`config.mk`:
```
export PLATFORM = sky130hd
export DESIGN_NAME = osc_pd_ctrl
export DESIGN_NICKNAME = d
export VERILOG_FILES = /design/src/rtl/osc_pd_pkg.sv /design/src/rtl/osc_rst_sync.sv /design/src/rtl/osc_wake_edge.sv /design/src/rtl/osc_stable_cnt.sv /design/src/rtl/osc_pd_ctrl.sv
export SDC_FILE = /design/constraint.sdc
export NUM_CORES = 1
export LEC_CHECK = 0
export ABC_AREA = 1
export BUFFER_PORTS_ARGS = -buffer_cell sky130_fd_sc_hd__buf_2
export CAP_MARGIN = 30
export CELL_PAD_IN_SITES_DETAIL_PLACEMENT = 0
export CELL_PAD_IN_SITES_GLOBAL_PLACEMENT = 1
export CORE_MARGIN = 2
export CORE_UTILIZATION = 41
export DETAILED_ROUTE_END_ITERATION = 8
export GPL_TIMING_DRIVEN = 0
export PLACE_DENSITY_LB_ADDON = 0.1
export SETUP_SLACK_MARGIN = 0.02
export SYNTH_ARGS = -nofsm -noshare
export SYNTH_HDL_FRONTEND = slang
export SYNTH_HIERARCHICAL = 1
export SYNTH_SLANG_ARGS = --single-unit
```
`constraint.sdc`:
```
create_clock -name clk_i -period 1.6 [get_ports clk_i]
set_clock_uncertainty 0.05 [all_clocks]
set_input_delay 0.32 -clock clk_i [delete_from_list [all_inputs] [get_ports clk_i]]
set_output_delay 0.32 -clock clk_i [all_outputs]
set_load 0.05 [all_outputs]
```
`src/rtl/osc_pd_pkg.sv`:
```
package osc_pd_pkg;
  // Number of wake event lines: bit 0 = NMI, bits 1..4 = interrupts 0..3
  localparam int unsigned WAKE_N = 5;
  // Default startup interval in reference clock cycles
  localparam int unsigned STARTUP_CYCLES = 41032;
  typedef logic [WAKE_N-1:0] wake_vec_t;
endpackage

```
`src/rtl/osc_rst_sync.sv`:
```
module osc_rst_sync (
  input  logic clk_i,
  input  logic rst_ni,
  output logic rst_no
);
  logic meta_q, sync_q;

  always_ff @(posedge clk_i or negedge rst_ni) begin
    if (!rst_ni) begin
      meta_q <= 1'b0;
      sync_q <= 1'b0;
    end else begin
      meta_q <= 1'b1;
      sync_q <= meta_q;
    end
  end

  assign rst_no = sync_q;
endmodule

```
`src/rtl/osc_wake_edge.sv`:
```
module osc_wake_edge #(
  parameter int unsigned N = 5
) (
  input  logic         clk_i,
  input  logic         rst_ni,
  input  logic [N-1:0] wake_i,
  output logic [N-1:0] rise_o
);
  logic [N-1:0] s1_q, s2_q, prev_q;

  for (genvar g = 0; g < N; g++) begin : g_line
    always_ff @(posedge clk_i or negedge rst_ni) begin
      if (!rst_ni) begin
        s1_q[g]   <= 1'b0;
        s2_q[g]   <= 1'b0;
        prev_q[g] <= 1'b0;
      end else begin
        s1_q[g]   <= wake_i[g];
        s2_q[g]   <= s1_q[g];
        prev_q[g] <= s2_q[g];
      end
    end
    assign rise_o[g] = s2_q[g] & ~prev_q[g];
  end
endmodule

```
`src/rtl/osc_stable_cnt.sv`:
```
module osc_stable_cnt #(
  parameter int unsigned LIMIT = 41032
) (
  input  logic clk_i,
  input  logic rst_ni,
  input  logic restart_i,
  input  logic en_i,
  output logic stable_o
);
  localparam int unsigned CNT_W = $clog2(LIMIT + 1);
  localparam logic [CNT_W-1:0] CNT_END = CNT_W'(LIMIT);

  logic [CNT_W-1:0] cnt_q, cnt_d;
  logic             done;

  assign done = (cnt_q == CNT_END);

  always_comb begin
    cnt_d = cnt_q;
    if (restart_i)  cnt_d = '0;
    else if (!done) cnt_d = cnt_q + 1'b1;
  end

  always_ff @(posedge clk_i or negedge rst_ni) begin
    if (!rst_ni) cnt_q <= CNT_END;
    else         cnt_q <= cnt_d;
  end

  assign stable_o = done | ~en_i;
endmodule

```
`src/rtl/osc_pd_ctrl.sv`:
```
module osc_pd_ctrl
  import osc_pd_pkg::*;
#(
  parameter int unsigned STABLE_CYCLES = STARTUP_CYCLES,
  parameter logic        MODE_RST      = 1'b0
) (
  input  logic              clk_i,
  input  logic              rst_ni,
  input  logic              pd_we_i,
  input  logic              pd_i,
  input  logic              mode_we_i,
  input  logic              mode_i,
  input  logic              wken_we_i,
  input  logic [WAKE_N-1:0] wken_i,
  input  logic              cnt_en_i,
  input  logic              clk_idle_i,
  input  logic [WAKE_N-1:0] wake_i,
  output logic              pd_o,
  output logic              osc_off_o,
  output logic              mode_o,
  output logic [WAKE_N-1:0] wken_o,
  output logic              stable_o
);
  logic      rst_int_n;
  wake_vec_t rise;
  logic      wake_hit;
  logic      pd_q, pd_d, off_q, off_d, mode_q, mode_d;
  wake_vec_t wken_q, wken_d;

  osc_rst_sync u_rst (
    .clk_i (clk_i),
    .rst_ni(rst_ni),
    .rst_no(rst_int_n)
  );

  osc_wake_edge #(.N(WAKE_N)) u_edge (
    .clk_i (clk_i),
    .rst_ni(rst_int_n),
    .wake_i(wake_i),
    .rise_o(rise)
  );

  // Enable bits are active low; wake only counts while power-down is pending
  assign wake_hit = pd_q & (|(rise & ~wken_q));

  osc_stable_cnt #(.LIMIT(STABLE_CYCLES)) u_cnt (
    .clk_i    (clk_i),
    .rst_ni   (rst_int_n),
    .restart_i(wake_hit),
    .en_i     (cnt_en_i),
    .stable_o (stable_o)
  );

  always_comb begin
    pd_d   = pd_q;
    mode_d = mode_q;
    wken_d = wken_q;
    if (wake_hit)     pd_d = 1'b0;
    else if (pd_we_i) pd_d = pd_i;
    if (mode_we_i)    mode_d = mode_i;
    if (wken_we_i)    wken_d = wken_i;
    // Off latches once the request is honoured: immediate mode or idle seen
    off_d = pd_d & (off_q | mode_d | clk_idle_i);
  end

  always_ff @(posedge clk_i or negedge rst_int_n) begin
    if (!rst_int_n) begin
      pd_q   <= 1'b0;
      off_q  <= 1'b0;
      mode_q <= MODE_RST;
      wken_q <= '1;
    end else begin
      pd_q   <= pd_d;
      off_q  <= off_d;
      mode_q <= mode_d;
      wken_q <= wken_d;
    end
  end

  assign pd_o      = pd_q;
  assign osc_off_o = off_q;
  assign mode_o    = mode_q;
  assign wken_o    = wken_q;
endmodule

```
==> results.sh, run 1 <==
export IMPL_synth_warnings=6
export IMPL_grt_first_pass_wirelength_um=6200
export IMPL_critPathCapture="stable_o"
export IMPL_avgSynthCellArea_um2=8.75
export IMPL_dieArea_mm2=0.00496
export IMPL_die_y_um=70.5
export IMPL_synth_cell_area_mm2=0.00181
export IMPL_power_density_mw_per_mm2=1120
export IMPL_io_buffers=26
export IMPL_fin_cells=307
export IMPL_grt_use_total_pct=15.8
export IMPL_clock_path_buffers=2
export IMPL_io_pin_count=28
export IMPL_yosysTopAreaCellShare_pct=44.2
export IMPL_dp_cells=285
export IMPL_startpoint_type="flip-flop"
export IMPL_drive_above_1_share_pct=35.7
export IMPL_syn_to_final_growth_pct=26.5
export IMPL_ys_types=24
export IMPL_worst_hold_path_type="in -> reg"
export IMPL_route_detailed_drc=0
export IMPL_min_period_ps=1840
export IMPL_synth_nets=228
export IMPL_async_reset_ff_share_pct=100
export IMPL_reg2regPathDepth=8
export IMPL_crit_start="u_cnt/cnt_q[3]$_DFFE_PN1P_"
export IMPL_rr_startpoint="u_cnt/cnt_q[0]$_DFFE_PN0P_"
export IMPL_arrival_ps=1470
export IMPL_synth_most_common_cell="nand2_1"
export IMPL_row_count=24
export IMPL_cts_tree="done"
export IMPL_fmax_ghz=0.544
export IMPL_antenna_found_initial=0
export IMPL_rsz0062_at_grt="yes"
export IMPL_hpwl_um=2430
export IMPL_synth_area_leader_cell="dfrtp_1"
export IMPL_slew_violations=0
export IMPL_postLayoutCoreUtil_pct=53.3
export IMPL_synth_area_top_cells="dfrtp_1, dfstp_2, nand2_1"
export IMPL_cts_sinks=41
export IMPL_finalSetupViolCount=1
export IMPL_nets=275
export IMPL_crit_chain="inv_2, nor2_2, nand2_1, nor2_2, nand2_2, nand2_2, buf_8"
export IMPL_slew_headroom_pct=44.2
export IMPL_worstSetupEndpointType="primary output"
export IMPL_synth_edf_count=0
export IMPL_setup_ws_ps=-238
export IMPL_post_drt_wl_per_cell_um=11.8
export IMPL_vias_per_cell=4.71
export IMPL_cts_clk_slew_worst_paths_ps=80
export IMPL_hold_viol_final=0
export IMPL_maxCapViolCount=0
export IMPL_ant_nets=0
export IMPL_place_congestion=0.817
export IMPL_grt_max_degree=40
export IMPL_critPathKind="reg -> out"
export IMPL_die_w_um=70.5
export IMPL_violations="negative setup slack"
export IMPL_antennaDiodeCount=0
export IMPL_path_max_fanout=2
export IMPL_firstDrtPassIters=4
export IMPL_initial_utilization_pct=42.2
export IMPL_ys_ff_latch=41
export IMPL_ys_seq_area_share_pct=57.3
export IMPL_clk_latency_ps=290
export IMPL_slowest_stage="dfstp_2"
export IMPL_grt_pass1_vias=1430
export IMPL_core_mm2=0.00429
export IMPL_irDropWorstVdd_v=0.000748
export IMPL_synthCells=207
export IMPL_r2r_end="u_cnt/cnt_q[12]$_DFFE_PN0P_"
export IMPL_rrSetupSlack_ps=90
export IMPL_cts_buffers=5
export IMPL_dp_slack_ps=-177
export IMPL_clockRootBuffer="clkbuf_8"
export IMPL_synth_common_cells="nand2_1, dfrtp_1, nor2_1, inv_1"
export IMPL_overflow=0
export IMPL_tightest_slew_ps=837
export IMPL_vias=1446
export IMPL_crit_required_ps=1230
export IMPL_outcome="complete, but fails checks"
export IMPL_p_leak_nw=1.10
export IMPL_cts_htree_levels=2
export IMPL_period_share_pct=115
export IMPL_drtIter0Drc=58
export IMPL_drt_wl_total_um=3620
export IMPL_slowest_delay_ps=560
export IMPL_synthFlopType="dfrtp_1"
-- layout make-up --
type                            count  area, um^2
Sequential cell                    41        1040
Buffer                              2        20.0
Clock inverter                      2        35.0
Inverter                           31         121
Clock buffer                        6        72.6
Timing Repair Buffer               40         265
Tap cell                           52        65.1
Fill cell                         417        2000
Multi-Input combinational cell    133         672
-- stage by stage --
step / instance area (um^2) / power [mW] / hold WS [ps] / TNS, ps
CTS: 2210 / 2.54 / 74.0 / -242
finish: 2290 / 2.57 / 83.9 / -238
detailed placement: 2020 / 1.67 / 59.5 / -177
global route: 2290 / 2.70 / 67.4 / -412
floorplan: 1830 / 1.56 / -25.6 / 0
global placement: 2020 / 1.66 / 54.4 / -3720
-- cells in the final DEF (no fill, tap or decap), drive strengths merged --
cell type / n
clkbuf: 7
o21bai: 2
nand2: 53
ha: 2
dfstp: 9
nand4: 4
dfrtp: 32
nor3: 1
o21a: 1
o21ai: 12
xor2: 3
a21oi: 3
bufinv: 1
buf: 40
conb: 1
inv: 31
dlygate4sd3: 1
nand3: 10
nor2: 41
clkinv: 1
-- kinds of logic (layout without fill, tap and decap cells) --
group	Yosys count	in the layout	synth area share, %
adder cells (fa/ha/maj)	2	2	1.38
AO/OA/AOI/OAI	18	18	5.60
other	1	1	0.207
buffers and inverters	33	81	7.12
flip-flops	41	41	57.3
XOR/XNOR	3	3	1.45
AND/OR/NAND/NOR	109	109	27.0
-- how the worst min path moves through the flow --
stage	from	endpoint	slack (ps)	cells after the start
finish	wake_i[3]	u_edge/s1_q[3]$_DFF_PN0_	80	1
global route	wake_i[2]	u_edge/s1_q[2]$_DFF_PN0_	70	1
CTS	wake_i[2]	u_edge/s1_q[2]$_DFF_PN0_	70	1
detailed placement	rst_ni	u_rst/meta_q$_DFF_PN0_	60	1
global placement	rst_ni	u_rst/meta_q$_DFF_PN0_	50	1
floorplan	rst_ni	u_rst/meta_q$_DFF_PN0_	-30	0
-- state kept, by name, summed over array words and instances, names as in the netlist --
register / cells
u_edge/prev_q: 5
wken_o: 5
u_edge/s1_q: 5
u_cnt/cnt_q: 16
mode_o: 1
osc_off_o: 1
u_edge/s2_q: 5
pd_o: 1
u_rst/meta_q: 1
u_rst/rst_no: 1
-- worst max-delay path, delay by kind of cell (launching register included) --
kind,cells,cell delay (ps)
DFF,1,560
and+or+nand+nor,5,440
buffers and inverters,2,180
-- metal layers --
metal	vias to the layer above	share of wire (%)	GRT usage, %
met5	-	0	0
met4	0	0.91	5.98
met3	4	4.3	4.33
met2	32	47	24.9
met1	681	48	20.6
li1	729	-	-
-- report_power, final --
group          total [mW]  internal (mW)  switching (mW)  leakage [nW]
combinational       0.503          0.209           0.293         0.555
sequential           1.25           1.15           0.103         0.491
clock               0.814          0.463           0.351        0.0552
total                2.57           1.82           0.747          1.10
-- repair_timing --
action | 4_1_cts | 5_1_grt
resized for setup | 8 | 5
hold buffers | 1 | 0
pin swaps | 7 | 6
buffers inserted | 7 | 5
endpoints found under the hold margin | 2 | 0
setup endpoints to repair | 1 | 9
cloned | 0 | 1
(Power assumes the default switching activity.)
==> run 2: changes to the inputs <==
--- a/config.mk
+++ b/config.mk
@@ -11,10 +11,10 @@
 export CELL_PAD_IN_SITES_DETAIL_PLACEMENT = 0
 export CELL_PAD_IN_SITES_GLOBAL_PLACEMENT = 1
 export CORE_MARGIN = 2
-export CORE_UTILIZATION = 41
+export CORE_UTILIZATION = 45
 export DETAILED_ROUTE_END_ITERATION = 8
 export GPL_TIMING_DRIVEN = 0
-export PLACE_DENSITY_LB_ADDON = 0.1
+export PLACE_DENSITY = 0.89
 export SETUP_SLACK_MARGIN = 0.02
 export SYNTH_ARGS = -nofsm -noshare
 export SYNTH_HDL_FRONTEND = slang
==> constraint.sdc (replaced) <==
create_clock -name clk_i -period 2.3 [get_ports clk_i]
set_clock_uncertainty 0.05 [all_clocks]
set_input_delay 0.46 -clock clk_i [delete_from_list [all_inputs] [get_ports clk_i]]
set_output_delay 0.46 -clock clk_i [all_outputs]
set_load 0.05 [all_outputs]
==> run 2 against run 1 <==
  * The flow now finishes without violations
  * Critical endpoint unchanged
  * Global-route usage grew 0.27 points
  * Clock power shrank 41%
  * Total power shrank 37%
  * Sequential power shrank 31%
  * Via count shrank 8.7%
  * Utilization grew 0.28 points
  * Register-to-register slack gained 560 ps
==> results.sh, run 2 (same netlist as run 1, synthesis figures left out) <==
export IMPL_cts_tree="done"
export IMPL_largest_reg_flops=16
export IMPL_grt_first_pass_wirelength_um=5280
export IMPL_slew_headroom_pct=45.5
export IMPL_startpoint_type="flip-flop"
export IMPL_worst_hold_path_type="in -> reg"
export IMPL_grt_pass1_vias=1235
export IMPL_vias_per_cell=4.52
export IMPL_finalSetupViolCount=0
export IMPL_clk_latency_ps=300
export IMPL_cts_sinks=41
export IMPL_antenna_found_initial=0
export IMPL_p_sw_share_pct=31.5
export IMPL_largest_register="u_cnt/cnt_q"
export IMPL_drtIter0Drc=99
export IMPL_fill_cells=362
export IMPL_min_period_ps=2150
export IMPL_drive_above_1_share_pct=28.1
export IMPL_placed_area_mm2=0.00200
export IMPL_cts_buffers=5
export IMPL_grt_busiest_layer="met2"
export IMPL_cp_common_cell="nand2_1"
export IMPL_seqPwrFrac_pct=53.6
export IMPL_syn_to_final_growth_pct=16.7
export IMPL_antennaDiodeCount=0
export IMPL_period_share_pct=93.6
export IMPL_slowest_stage="dfstp_2"
export IMPL_clkPwrFrac_pct=29.8
export IMPL_p_comb_share_pct=16.6
export IMPL_place_congestion=0.798
export IMPL_cts_clk_slew_worst_paths_ps=90
export IMPL_ff_latch_area_mm2=0.00104
export IMPL_p_switching_uw=509
export IMPL_hpwl_um=2240
export IMPL_initial_utilization_pct=45.9
export IMPL_die_w_um=67.4
export IMPL_grt_max_degree=40
export IMPL_tns_ps=0
export IMPL_layout_common_cells="nand2_1, dfrtp_1, inv_1, nor2_1, buf_2"
export IMPL_rrSetupSlack_ps=650
export IMPL_worstSetupEndpointType="primary output"
export IMPL_route_detailed_drc=0
export IMPL_final_common_cell="nand2_1"
export IMPL_p_int_mw=1.11
export IMPL_tightest_slew_ps=817
export IMPL_maxCapViolCount=0
export IMPL_fin_area_mm2=0.00211
export IMPL_slew_violations=0
export IMPL_vias=1320
export IMPL_gr_usage_met1_pct=21.5
export IMPL_gr_usage_met3_pct=5.00
export IMPL_rsz0062_at_grt="no"
export IMPL_io_buffers=26
export IMPL_p_leak_nw=1.02
export IMPL_multi_input_area_um2=647
export IMPL_hold_viol_final=0
export IMPL_row_count=23
export IMPL_ant_nets=0
export IMPL_fmax_ghz=0.465
export IMPL_arrival_ps=1640
export IMPL_critPathKind="reg -> out"
export IMPL_irDropWorstVdd_v=0.000504
export IMPL_die_y_um=67.4
export IMPL_drt_wl_total_um=3030
export IMPL_grt_use_total_pct=16.0
export IMPL_path_max_fanout=4
export IMPL_slowest_delay_ps=560
export IMPL_core_mm2=0.00394
export IMPL_cts_setup_buffers=0
export IMPL_cts_htree_levels=2
export IMPL_overflow=0
export IMPL_clock_path_buffers=2
export IMPL_firstDrtPassIters=4
export IMPL_power_mw=1.62
export IMPL_crit_chain="inv_1, nor2_1, nand2_1, nor2_2, nand2_1, nand2_1, clkbuf_4"
export IMPL_crit_required_ps=1790
export IMPL_power_density_mw_per_mm2=766
export IMPL_dieArea_mm2=0.00455
export IMPL_nets=262
export IMPL_outcome="finished clean"
export IMPL_grtUsageMet2_pct=24.4
export IMPL_clockRootBuffer="clkbuf_8"
export IMPL_io_pin_count=28
export IMPL_post_drt_wl_per_cell_um=10.4
==> run 2: worst paths after layout <==
kind,end,cells past startpoint,start
worst min register to register,u_edge/s2_q[3]$_DFF_PN0_,0,u_edge/s1_q[3]$_DFF_PN0_
worst max register to register,u_cnt/cnt_q[7]$_DFFE_PN0P_,9,wken_o[2]$_DFFE_PN1P_
max in group asynchronous,u_cnt/cnt_q[12]$_DFFE_PN0P_,0,u_rst/rst_no$_DFF_PN0_
min in group asynchronous,u_edge/s1_q[3]$_DFF_PN0_,0,u_rst/rst_no$_DFF_PN0_
worst min-delay path,u_edge/s1_q[2]$_DFF_PN0_,1,wake_i[2]
worst max-delay path,stable_o,7,u_cnt/cnt_q[3]$_DFFE_PN1P_
==> run 2: timing repair <==
action	4_1_cts	5_1_grt
endpoints found under the hold margin	2	0
gates resized for setup	0	2
hold buffers	1	0
endpoints found under the setup margin	0	1
==> run 2: through the flow <==
step           setup slack, ps  util [%]  hold WS, ps  std cells
5_1_grt                   25.1      53.6          186        292
2_1_floorplan              475         -          114        207
6_report                   147      53.6          212        292
3_3_place_gp               420      50.8          197        283
4_1_cts                   78.3      53.5          205        292
3_5_place_dp               411      50.8          197        283
==> run 2: per-layer routing <==
layer,vias up,wire length (um)
met2,23,1360
met5,-,0
met4,0,21
met1,595,1540
li1,700,-
met3,2,108
==> run 2: power groups by stage <==
stage                     Combinational, mW  Sequential [mW]  Clock [mW]
after floorplan                       0.158            0.919           0
after global placement                0.263            0.880           0
after detailed placement              0.268            0.884           0
after CTS                             0.271            0.870       0.497
after global routing                  0.310            0.880       0.535
final                                 0.268            0.868       0.483
==> run 2: layout make-up <==
| class | count | area share, % |
|---|---|---|
| Multi-Input combinational cell | 133 | 30.6 |
| Sequential cell | 41 | 49.1 |
| Inverter | 31 | 5.51 |
| Tap cell | 50 | 2.96 |
| Clock inverter | 3 | 1.18 |
| Clock buffer | 5 | 3.26 |
| Buffer | 2 | 0.592 |
| Timing Repair Buffer | 27 | 6.75 |
==> run 2: worst max-delay path, delay by kind of cell (launching register included) <==
| family | cells | cell delay, ps |
|---|---|---|
| flip-flops | 1 | 560 |
| AND/OR/NAND/NOR | 5 | 520 |
| buffers and inverters | 2 | 280 |
